**config.mk**
```make
export PLATFORM = sky130hd
export DESIGN_NAME = brg_target_ctrl
export DESIGN_NICKNAME = d
export VERILOG_FILES = /design/src/rtl/brg_pkg.sv /design/src/rtl/brg_cmd_decode.sv /design/src/rtl/brg_phase_timer.sv /design/src/rtl/brg_dt_slot.sv /design/src/rtl/brg_target_ctrl.sv
export SDC_FILE = /design/constraint.sdc
export NUM_CORES = 1
export LEC_CHECK = 0
export BUFFER_PORTS_ARGS = -buffer_cell sky130_fd_sc_hd__buf_2
export CORE_ASPECT_RATIO = 1.25
export CORE_MARGIN = 2
export CORE_UTILIZATION = 40
export DETAILED_ROUTE_END_ITERATION = 6
export SLEW_MARGIN = 10
export SYNTH_ARGS = -nofsm -noshare
export SYNTH_HDL_FRONTEND = slang
export SYNTH_SLANG_ARGS = --single-unit
```
**constraint.sdc**
```tcl
create_clock -name clk -period 2.65 [get_ports clk]
set_clock_uncertainty 0.15 [all_clocks]
set_input_delay 0.3975 -clock clk [delete_from_list [all_inputs] [get_ports clk]]
set_output_delay 0.3975 -clock clk [all_outputs]
set_load 0.01 [all_outputs]
```
**src/rtl/brg_pkg.sv**
```systemverilog
package brg_pkg;

    localparam logic [3:0] CMD_MEM_RD     = 4'b0110;
    localparam logic [3:0] CMD_MEM_WR     = 4'b0111;
    localparam logic [3:0] CMD_CFG_RD     = 4'b1010;
    localparam logic [3:0] CMD_CFG_WR     = 4'b1011;
    localparam logic [3:0] CMD_MEM_RD_MUL = 4'b1100;
    localparam logic [3:0] CMD_MEM_RD_LN  = 4'b1110;
    localparam logic [3:0] CMD_MEM_WR_INV = 4'b1111;

    typedef enum logic [1:0] {
        ST_IDLE  = 2'd0,
        ST_FIRST = 2'd1,
        ST_LATER = 2'd2
    } tgt_state_e;

    typedef enum logic [1:0] {
        RT_NONE = 2'd0,
        RT_MEM  = 2'd1,
        RT_SEC  = 2'd2
    } route_e;

endpackage

```
**src/rtl/brg_cmd_decode.sv**
```systemverilog
module brg_cmd_decode
    import brg_pkg::*;
(
    input  logic [3:0] cmd_i,
    input  logic       hit_mem_i,
    input  logic       hit_sec_i,
    output logic       claim_o,
    output logic       is_read_o,
    output route_e     route_o
);

    logic rd_cmd;
    logic wr_cmd;

    always_comb begin
        rd_cmd = 1'b0;
        wr_cmd = 1'b0;
        case (cmd_i)
            CMD_MEM_RD, CMD_MEM_RD_LN, CMD_MEM_RD_MUL: rd_cmd = 1'b1;
            CMD_MEM_WR, CMD_MEM_WR_INV:                wr_cmd = 1'b1;
            default: ;
        endcase
    end

    always_comb begin
        claim_o   = 1'b0;
        route_o   = RT_NONE;
        is_read_o = rd_cmd;
        if (rd_cmd && hit_mem_i) begin
            claim_o = 1'b1;
            route_o = RT_MEM;
        end else if (wr_cmd && hit_mem_i) begin
            claim_o = 1'b1;
            route_o = RT_MEM;
        end else if (wr_cmd && hit_sec_i) begin
            claim_o = 1'b1;
            route_o = RT_SEC;
        end
    end

    always_comb begin
        if (route_o == RT_SEC)
            assert (!rd_cmd) else $error("AST_READ_TO_SECONDARY");
    end

endmodule

```
**src/rtl/brg_phase_timer.sv**
```systemverilog
module brg_phase_timer #(
    parameter int LIMIT = 32
) (
    input  logic clk,
    input  logic rst_n,
    input  logic clr_i,
    input  logic inc_i,
    output logic term_o
);

    localparam int          CW   = (LIMIT > 1) ? $clog2(LIMIT) : 1;
    localparam logic [CW-1:0] LAST = CW'(LIMIT - 1);

    logic [CW-1:0] cnt_d, cnt_q;

    assign term_o = (cnt_q == LAST);

    always_comb begin
        cnt_d = cnt_q;
        if (clr_i)
            cnt_d = '0;
        else if (inc_i && !term_o)
            cnt_d = cnt_q + 1'b1;
    end

    always_ff @(posedge clk or negedge rst_n) begin
        if (!rst_n) cnt_q <= '0;
        else        cnt_q <= cnt_d;
    end

    AST_TIMER_CLEARS: assert property (@(posedge clk) disable iff (!rst_n)
        clr_i |=> (cnt_q == '0)) else $error("AST_TIMER_CLEARS");

    AST_TIMER_HOLDS_AT_TERM: assert property (@(posedge clk) disable iff (!rst_n)
        (term_o && !clr_i) |=> term_o) else $error("AST_TIMER_HOLDS_AT_TERM");

endmodule

```
**src/rtl/brg_dt_slot.sv**
```systemverilog
module brg_dt_slot #(
    parameter int ADDR_W = 32,
    parameter int BE_W   = 4
) (
    input  logic              clk,
    input  logic              rst_n,
    input  logic              cap_i,
    input  logic              rel_i,
    input  logic [3:0]        cmd_i,
    input  logic [ADDR_W-1:0] addr_i,
    input  logic [BE_W-1:0]   be_i,
    output logic              valid_o,
    output logic              match_o
);

    typedef struct packed {
        logic              valid;
        logic [3:0]        cmd;
        logic [ADDR_W-1:0] addr;
        logic [BE_W-1:0]   be;
    } slot_t;

    slot_t slot_d, slot_q;

    assign valid_o = slot_q.valid;
    assign match_o = slot_q.valid && (slot_q.cmd == cmd_i)
                  && (slot_q.addr == addr_i) && (slot_q.be == be_i);

    always_comb begin
        slot_d = slot_q;
        if (cap_i) begin
            slot_d.valid = 1'b1;
            slot_d.cmd   = cmd_i;
            slot_d.addr  = addr_i;
            slot_d.be    = be_i;
        end else if (rel_i) begin
            slot_d.valid = 1'b0;
        end
    end

    always_ff @(posedge clk or negedge rst_n) begin
        if (!rst_n) slot_q <= '0;
        else        slot_q <= slot_d;
    end

    AST_SLOT_NO_OVERWRITE: assert property (@(posedge clk) disable iff (!rst_n)
        cap_i |-> !slot_q.valid) else $error("AST_SLOT_NO_OVERWRITE");

    AST_SLOT_RELEASE_ON_MATCH: assert property (@(posedge clk) disable iff (!rst_n)
        rel_i |-> match_o) else $error("AST_SLOT_RELEASE_ON_MATCH");

endmodule

```
**src/rtl/brg_target_ctrl.sv**
```systemverilog
module brg_target_ctrl
    import brg_pkg::*;
#(
    parameter int ADDR_W      = 32,
    parameter int BE_W        = 4,
    parameter int FIRST_LIMIT = 32,
    parameter int LATER_LIMIT = 8
) (
    input  logic              clk,
    input  logic              rst_n,
    input  logic              frame_start_i,
    input  logic [3:0]        cmd_i,
    input  logic [ADDR_W-1:0] addr_i,
    input  logic [BE_W-1:0]   byte_en_i,
    input  logic              hit_mem_i,
    input  logic              hit_sec_i,
    input  logic              mem_locked_i,
    input  logic              posted_wr_pend_i,
    input  logic              pipe_req_pend_i,
    input  logic              data_ready_i,
    input  logic              master_last_i,
    output logic              claim_o,
    output logic              to_mem_o,
    output logic              to_sec_o,
    output logic              retry_o,
    output logic              disconnect_o,
    output logic              xfer_o,
    output logic              dt_capture_o,
    output logic              dt_hit_o
);

    typedef struct packed {
        tgt_state_e        state;
        logic [3:0]        cmd;
        logic [ADDR_W-1:0] addr;
        logic [BE_W-1:0]   be;
        logic              is_read;
        route_e            route;
        logic              claim;
        logic              retry;
        logic              disc;
        logic              xfer;
        logic              dt_cap;
        logic              dt_hit;
    } ctl_t;

    ctl_t ctl_d, ctl_q;

    logic   dec_claim;
    logic   dec_read;
    route_e dec_route;
    logic   first_clr, first_inc, first_term;
    logic   later_clr, later_inc, later_term;
    logic   slot_cap, slot_rel, slot_valid, slot_match;
    logic   retry_now, end_now, slot_block;

    brg_cmd_decode u_decode (
        .cmd_i     (cmd_i),
        .hit_mem_i (hit_mem_i),
        .hit_sec_i (hit_sec_i),
        .claim_o   (dec_claim),
        .is_read_o (dec_read),
        .route_o   (dec_route)
    );

    brg_phase_timer #(.LIMIT(FIRST_LIMIT)) u_first_timer (
        .clk    (clk),
        .rst_n  (rst_n),
        .clr_i  (first_clr),
        .inc_i  (first_inc),
        .term_o (first_term)
    );

    brg_phase_timer #(.LIMIT(LATER_LIMIT)) u_later_timer (
        .clk    (clk),
        .rst_n  (rst_n),
        .clr_i  (later_clr),
        .inc_i  (later_inc),
        .term_o (later_term)
    );

    brg_dt_slot #(.ADDR_W(ADDR_W), .BE_W(BE_W)) u_dt_slot (
        .clk     (clk),
        .rst_n   (rst_n),
        .cap_i   (slot_cap),
        .rel_i   (slot_rel),
        .cmd_i   (ctl_q.cmd),
        .addr_i  (ctl_q.addr),
        .be_i    (ctl_q.be),
        .valid_o (slot_valid),
        .match_o (slot_match)
    );

    always_comb begin
        ctl_d      = ctl_q;
        ctl_d.retry  = 1'b0;
        ctl_d.disc   = 1'b0;
        ctl_d.xfer   = 1'b0;
        ctl_d.dt_cap = 1'b0;
        ctl_d.dt_hit = 1'b0;
        first_clr  = 1'b0;
        first_inc  = 1'b0;
        later_clr  = 1'b0;
        later_inc  = 1'b0;
        slot_cap   = 1'b0;
        slot_rel   = 1'b0;
        retry_now  = 1'b0;
        end_now    = 1'b0;
        slot_block = ctl_q.is_read && slot_valid && !slot_match;

        case (ctl_q.state)
            ST_IDLE: begin
                if (frame_start_i) begin
                    first_clr     = 1'b1;
                    ctl_d.cmd     = cmd_i;
                    ctl_d.addr    = addr_i;
                    ctl_d.be      = byte_en_i;
                    ctl_d.is_read = dec_read;
                    if (dec_claim) begin
                        ctl_d.state = ST_FIRST;
                        ctl_d.claim = 1'b1;
                        ctl_d.route = dec_route;
                    end
                end
            end
            ST_FIRST: begin
                if (mem_locked_i || (ctl_q.is_read && posted_wr_pend_i) || slot_block) begin
                    retry_now = 1'b1;
                end else if (data_ready_i) begin
                    ctl_d.xfer = 1'b1;
                    if (ctl_q.is_read && slot_match) begin
                        ctl_d.dt_hit = 1'b1;
                        slot_rel     = 1'b1;
                    end
                    if (master_last_i) begin
                        end_now = 1'b1;
                    end else begin
                        ctl_d.state = ST_LATER;
                        later_clr   = 1'b1;
                    end
                end else begin
                    first_inc = 1'b1;
                    if (first_term && pipe_req_pend_i)
                        retry_now = 1'b1;
                end
                if (retry_now) begin
                    ctl_d.retry = 1'b1;
                    end_now     = 1'b1;
                    if (ctl_q.is_read && !slot_valid) begin
                        slot_cap     = 1'b1;
                        ctl_d.dt_cap = 1'b1;
                    end
                end
            end
            ST_LATER: begin
                if (data_ready_i) begin
                    ctl_d.xfer = 1'b1;
                    later_clr  = 1'b1;
                    if (master_last_i)
                        end_now = 1'b1;
                end else begin
                    later_inc = 1'b1;
                    if (later_term) begin
                        ctl_d.disc = 1'b1;
                        end_now    = 1'b1;
                    end
                end
            end
            default: ctl_d.state = ST_IDLE;
        endcase

        if (end_now) begin
            ctl_d.state = ST_IDLE;
            ctl_d.claim = 1'b0;
            ctl_d.route = RT_NONE;
        end
    end

    always_ff @(posedge clk or negedge rst_n) begin
        if (!rst_n) begin
            ctl_q       <= '0;
            ctl_q.state <= ST_IDLE;
            ctl_q.route <= RT_NONE;
        end else begin
            ctl_q <= ctl_d;
        end
    end

    assign claim_o      = ctl_q.claim;
    assign to_mem_o     = (ctl_q.route == RT_MEM);
    assign to_sec_o     = (ctl_q.route == RT_SEC);
    assign retry_o      = ctl_q.retry;
    assign disconnect_o = ctl_q.disc;
    assign xfer_o       = ctl_q.xfer;
    assign dt_capture_o = ctl_q.dt_cap;
    assign dt_hit_o     = ctl_q.dt_hit;

    AST_CFG_NEVER_CLAIMED: assert property (@(posedge clk) disable iff (!rst_n)
        (ctl_q.state == ST_IDLE && frame_start_i && (cmd_i == CMD_CFG_RD || cmd_i == CMD_CFG_WR))
        |=> !claim_o) else $error("AST_CFG_NEVER_CLAIMED");

    AST_WRITE_MEM_FIRST: assert property (@(posedge clk) disable iff (!rst_n)
        (ctl_q.state == ST_IDLE && frame_start_i && hit_mem_i
         && (cmd_i == CMD_MEM_WR || cmd_i == CMD_MEM_WR_INV))
        |=> (to_mem_o && !to_sec_o)) else $error("AST_WRITE_MEM_FIRST");

    AST_LOCK_FORCES_RETRY: assert property (@(posedge clk) disable iff (!rst_n)
        (ctl_q.state == ST_FIRST && mem_locked_i) |=> (retry_o && !claim_o))
        else $error("AST_LOCK_FORCES_RETRY");

    AST_POSTED_READ_RETRY: assert property (@(posedge clk) disable iff (!rst_n)
        (ctl_q.state == ST_FIRST && ctl_q.is_read && posted_wr_pend_i) |=> retry_o)
        else $error("AST_POSTED_READ_RETRY");

    AST_DISC_FROM_LATER: assert property (@(posedge clk) disable iff (!rst_n)
        $rose(disconnect_o) |-> ($past(ctl_q.state) == ST_LATER && !retry_o))
        else $error("AST_DISC_FROM_LATER");

    AST_CAPTURE_WITH_RETRY: assert property (@(posedge clk) disable iff (!rst_n)
        dt_capture_o |-> retry_o) else $error("AST_CAPTURE_WITH_RETRY");

    AST_HIT_WITH_XFER: assert property (@(posedge clk) disable iff (!rst_n)
        dt_hit_o |-> xfer_o) else $error("AST_HIT_WITH_XFER");

    AST_READY_BEATS_TIMEOUT: assert property (@(posedge clk) disable iff (!rst_n)
        (ctl_q.state == ST_FIRST && data_ready_i && !mem_locked_i
         && !(ctl_q.is_read && posted_wr_pend_i) && !slot_block) |=> (xfer_o && !retry_o))
        else $error("AST_READY_BEATS_TIMEOUT");

endmodule

```
==> impl_metrics.json <==
{
  "min_from": "addr_i[4]",
  "synth_top_cell_area_share_pct": 53.62,
  "htree_levels": 3,
  "cp.arrival_ns": 2.63,
  "area_growth_syn_to_layout_pct": 17.61,
  "drt-pass1-iter-count": 4,
  "ios": 58,
  "timing.rr.start": "u_first_timer.cnt_q[0]",
  "cts-root-buf": "clkbuf_16",
  "grt.busiest_layer": "met2",
  "grtUsageMet1_pct": 21.10,
  "ant_nets": 0,
  "placed_cell_area_sq_um": 5169,
  "coreArea_sq_um": 11510,
  "hold_viol": 0,
  "p_leak_nw": 2.662,
  "post-route-period-util_pct": 96.16,
  "mappedNetlistNets": 505,
  "critPathCaptureType": "flop",
  "grt_pass1_vias": 3317,
  "dp_hpwl_microns": 7115,
  "num_rows": 44,
  "io_buffers": 57,
  "postRouteWirelength_microns": 9700,
  "setup_violations": 0,
  "path_clk_slew_ns": 0.07,
  "dp.cells": 635,
  "start_util_pct": 40.56,
  "drv_slew": 0,
  "grt_max_degree": 54,
  "drc": 0,
  "fin_cells": 652,
  "synthFlopType": "dfrtp_1",
  "worstSetupStartpointType": "flop",
  "r2r_end": "u_first_timer.cnt_q[0]",
  "fin_crit_ns": 2.548,
  "worst_pin_slew_ns": 0.8122,
  "crit_required_ns": 2.73,
  "synth_area_sq_um": 4667,
  "clock_path_buffers": 2,
  "final_nets": 567,
  "ys_warn_count": 0,
  "grt_first_pass_wirelength_microns": 16070,
  "drt-initial-drc-count": 171,
  "fin_area_sq_um": 5489,
  "fp.dieW_microns": 100.6,
  "synth_area_leader_cell": "dfrtp_1",
  "grtUsageMet2_pct": 27.49,
  "clock_sinks": 100,
  "powerDensity_nw_per_um2": 897.5,
  "cts_resized": 0,
  "track_usage_pct": 16.62,
  "relSlewSlack_pct": 45.72,
  "synth-edff-count": 0,
  "maxCapViolCount": 0,
  "place.gp.congestion": 0.8116,
  "synthTopCellsByCount": "nand2_1, dfrtp_1, mux2_2, xnor2_1, nand4_1",
  "post-synth-top-count-cell": "nand2_1",
  "antenna_found_initial": 0,
  "dieArea_sq_um": 12550,
  "clk_latency_ns": 0.35,
  "synth.yosys.seq_area_share_pct": 53.62,
  "synth.area.top_cells": "dfrtp_1, nand2_1, mux2_2",
  "die_h_microns": 124.8,
  "wire_per_inst_microns": 14.88,
  "fmax_mhz": 392.4,
  "hold_depth": 3,
  "cts_tree": "built",
  "synth-async-reset-ratio_pct": 100.0,
  "rr_worst_depth": 8,
  "vdd_ir_drop_max_mv": 0.4333,
  "outcome": "complete, no violations",
  "grt-ovfl-total": 0,
  "syn-instance-count": 447,
  "ys_ff_latch": 100,
  "use_met3_pct": 2.750,
  "via_per_inst": 5.101,
  "cts_made_buffers": 9,
  "diodes": 0,
  "fin_tns_setup_ns": 0,
  "post_route_cells_drive_above_1_share_pct": 25.10,
  "vias": 3326,
  "rsz0062_at_grt": "false",
  "worst-r2r-setup-slack_ns": 0.10,
  "min_path_type": "in2reg",
  "ys_types": 42,
  "critical_path_class": "reg2reg",
  "hold_end": "ctl_q[17]",
  "path_max_fanout": 5,
  "syn_avg_cell_area_sq_um": 10.44,
  "num-fill-cells": 1091
}
[critical path: stages (launching register included)]
cell	delay (ns)
dfrtp_1	0.41
ha_1	0.22
and3_1	0.17
ha_1	0.20
or2_1	0.28
or2_2	0.33
nor3_1	0.39
nor3b_1	0.09
o21a_1	0.20
[report_power, final]
part	leakage (nW)	switching [mW]	total [mW]	internal, mW
combinational	1.20	0.788	1.37	0.585
sequential	1.31	0.308	2.20	1.89
clock	0.151	0.591	1.36	0.768
[through the flow]
step	util [%]	power [mW]	hold WS (ns)	setup WS, ns
final	47.71	4.927	0.08394	0.1017
after global routing	47.71	5.274	0.09180	0.01129
after CTS	47.71	4.993	0.07858	0.1214
after detailed placement	44.92	3.618	0.2985	0.1365
after global placement	44.92	3.581	0.3001	0.1334
after floorplan	-	3.126	-0.04809	0.3585
[cells by family after synthesis]
kind of cell,share of synthesized area [%]
AOI/OAI and AO/OA,4.584
xor gates and xnor gates,7.694
adders and majority gates,2.145
buffers and inverters,1.796
DFF,53.62
muxes,10.75
and+or+nand+nor,19.41
[worst max-delay path by stage]
stage                                 from                endpoint  slack (ns)  depth (start not counted)
CTS                 u_first_timer.cnt_q[0]  u_first_timer.cnt_q[0]        0.12                          8
floorplan           u_first_timer.cnt_q[0]    u_dt_slot.slot_q[10]        0.36                          9
global placement                 ctl_q[41]  u_first_timer.cnt_q[2]        0.13                          6
detailed placement  u_first_timer.cnt_q[0]  u_first_timer.cnt_q[0]        0.14                          8
global route        u_first_timer.cnt_q[0]  u_first_timer.cnt_q[4]        0.01                          8
finish              u_first_timer.cnt_q[0]  u_first_timer.cnt_q[0]        0.10                          8
[sequential cells by signal, indices dropped and copies added, names as in the netlist]
signal and flops:
u_dt_slot.slot_q 40, disconnect_o 1, claim_o 1, u_dt_slot.valid_o 1, retry_o 1, xfer_o 1, dt_capture_o 1, u_first_timer.cnt_q 5
dt_hit_o 1, u_later_timer.cnt_q 3, ctl_q 45
[routing by layer]
layer,up-vias,routed length [microns]
met2,64,4840
li1,1648,-
met1,1598,4302
met4,0,252
met3,16,304
met5,-,0
[cell usage in the layout, fill, tap and decap left out, drive strengths merged, types with 2 or more instances in the layout]
master and instances:
dfrtp 100, a21o 2, nor3b 2, o211ai 2, clkinv 2, or4 4, nor2 13, nand4 17
a21oi 8, ha 8, mux2i 4, and3 2, buf 65, o31ai 2, nand2 127, mux2 41
clkbuf 10, inv 8, xnor2 41, or2 2, nand3 10, o21ai 11, o21a 3, nor2b 5
nor3 3, nand2b 2, nor4 6
[what timing repair did]
item                                    4_1_cts  5_1_grt
hold buffers                                  1        0
setup buffers                                 0        0
hold endpoints to repair                     47        0
endpoints found under the setup margin        0        0
[final cells by class]
type	count	area [sq um]	share of cell area, %
clock inverters	6	71.32	1.299
inverters	6	22.52	0.4103
repair buffers	66	395.4	7.203
well taps	138	172.7	3.146
clock buffers	10	239.0	4.354
flip-flops and latches	100	2502	45.59
multi-input cells	326	2086	38.00
Power figures use the tool's default switching activity.
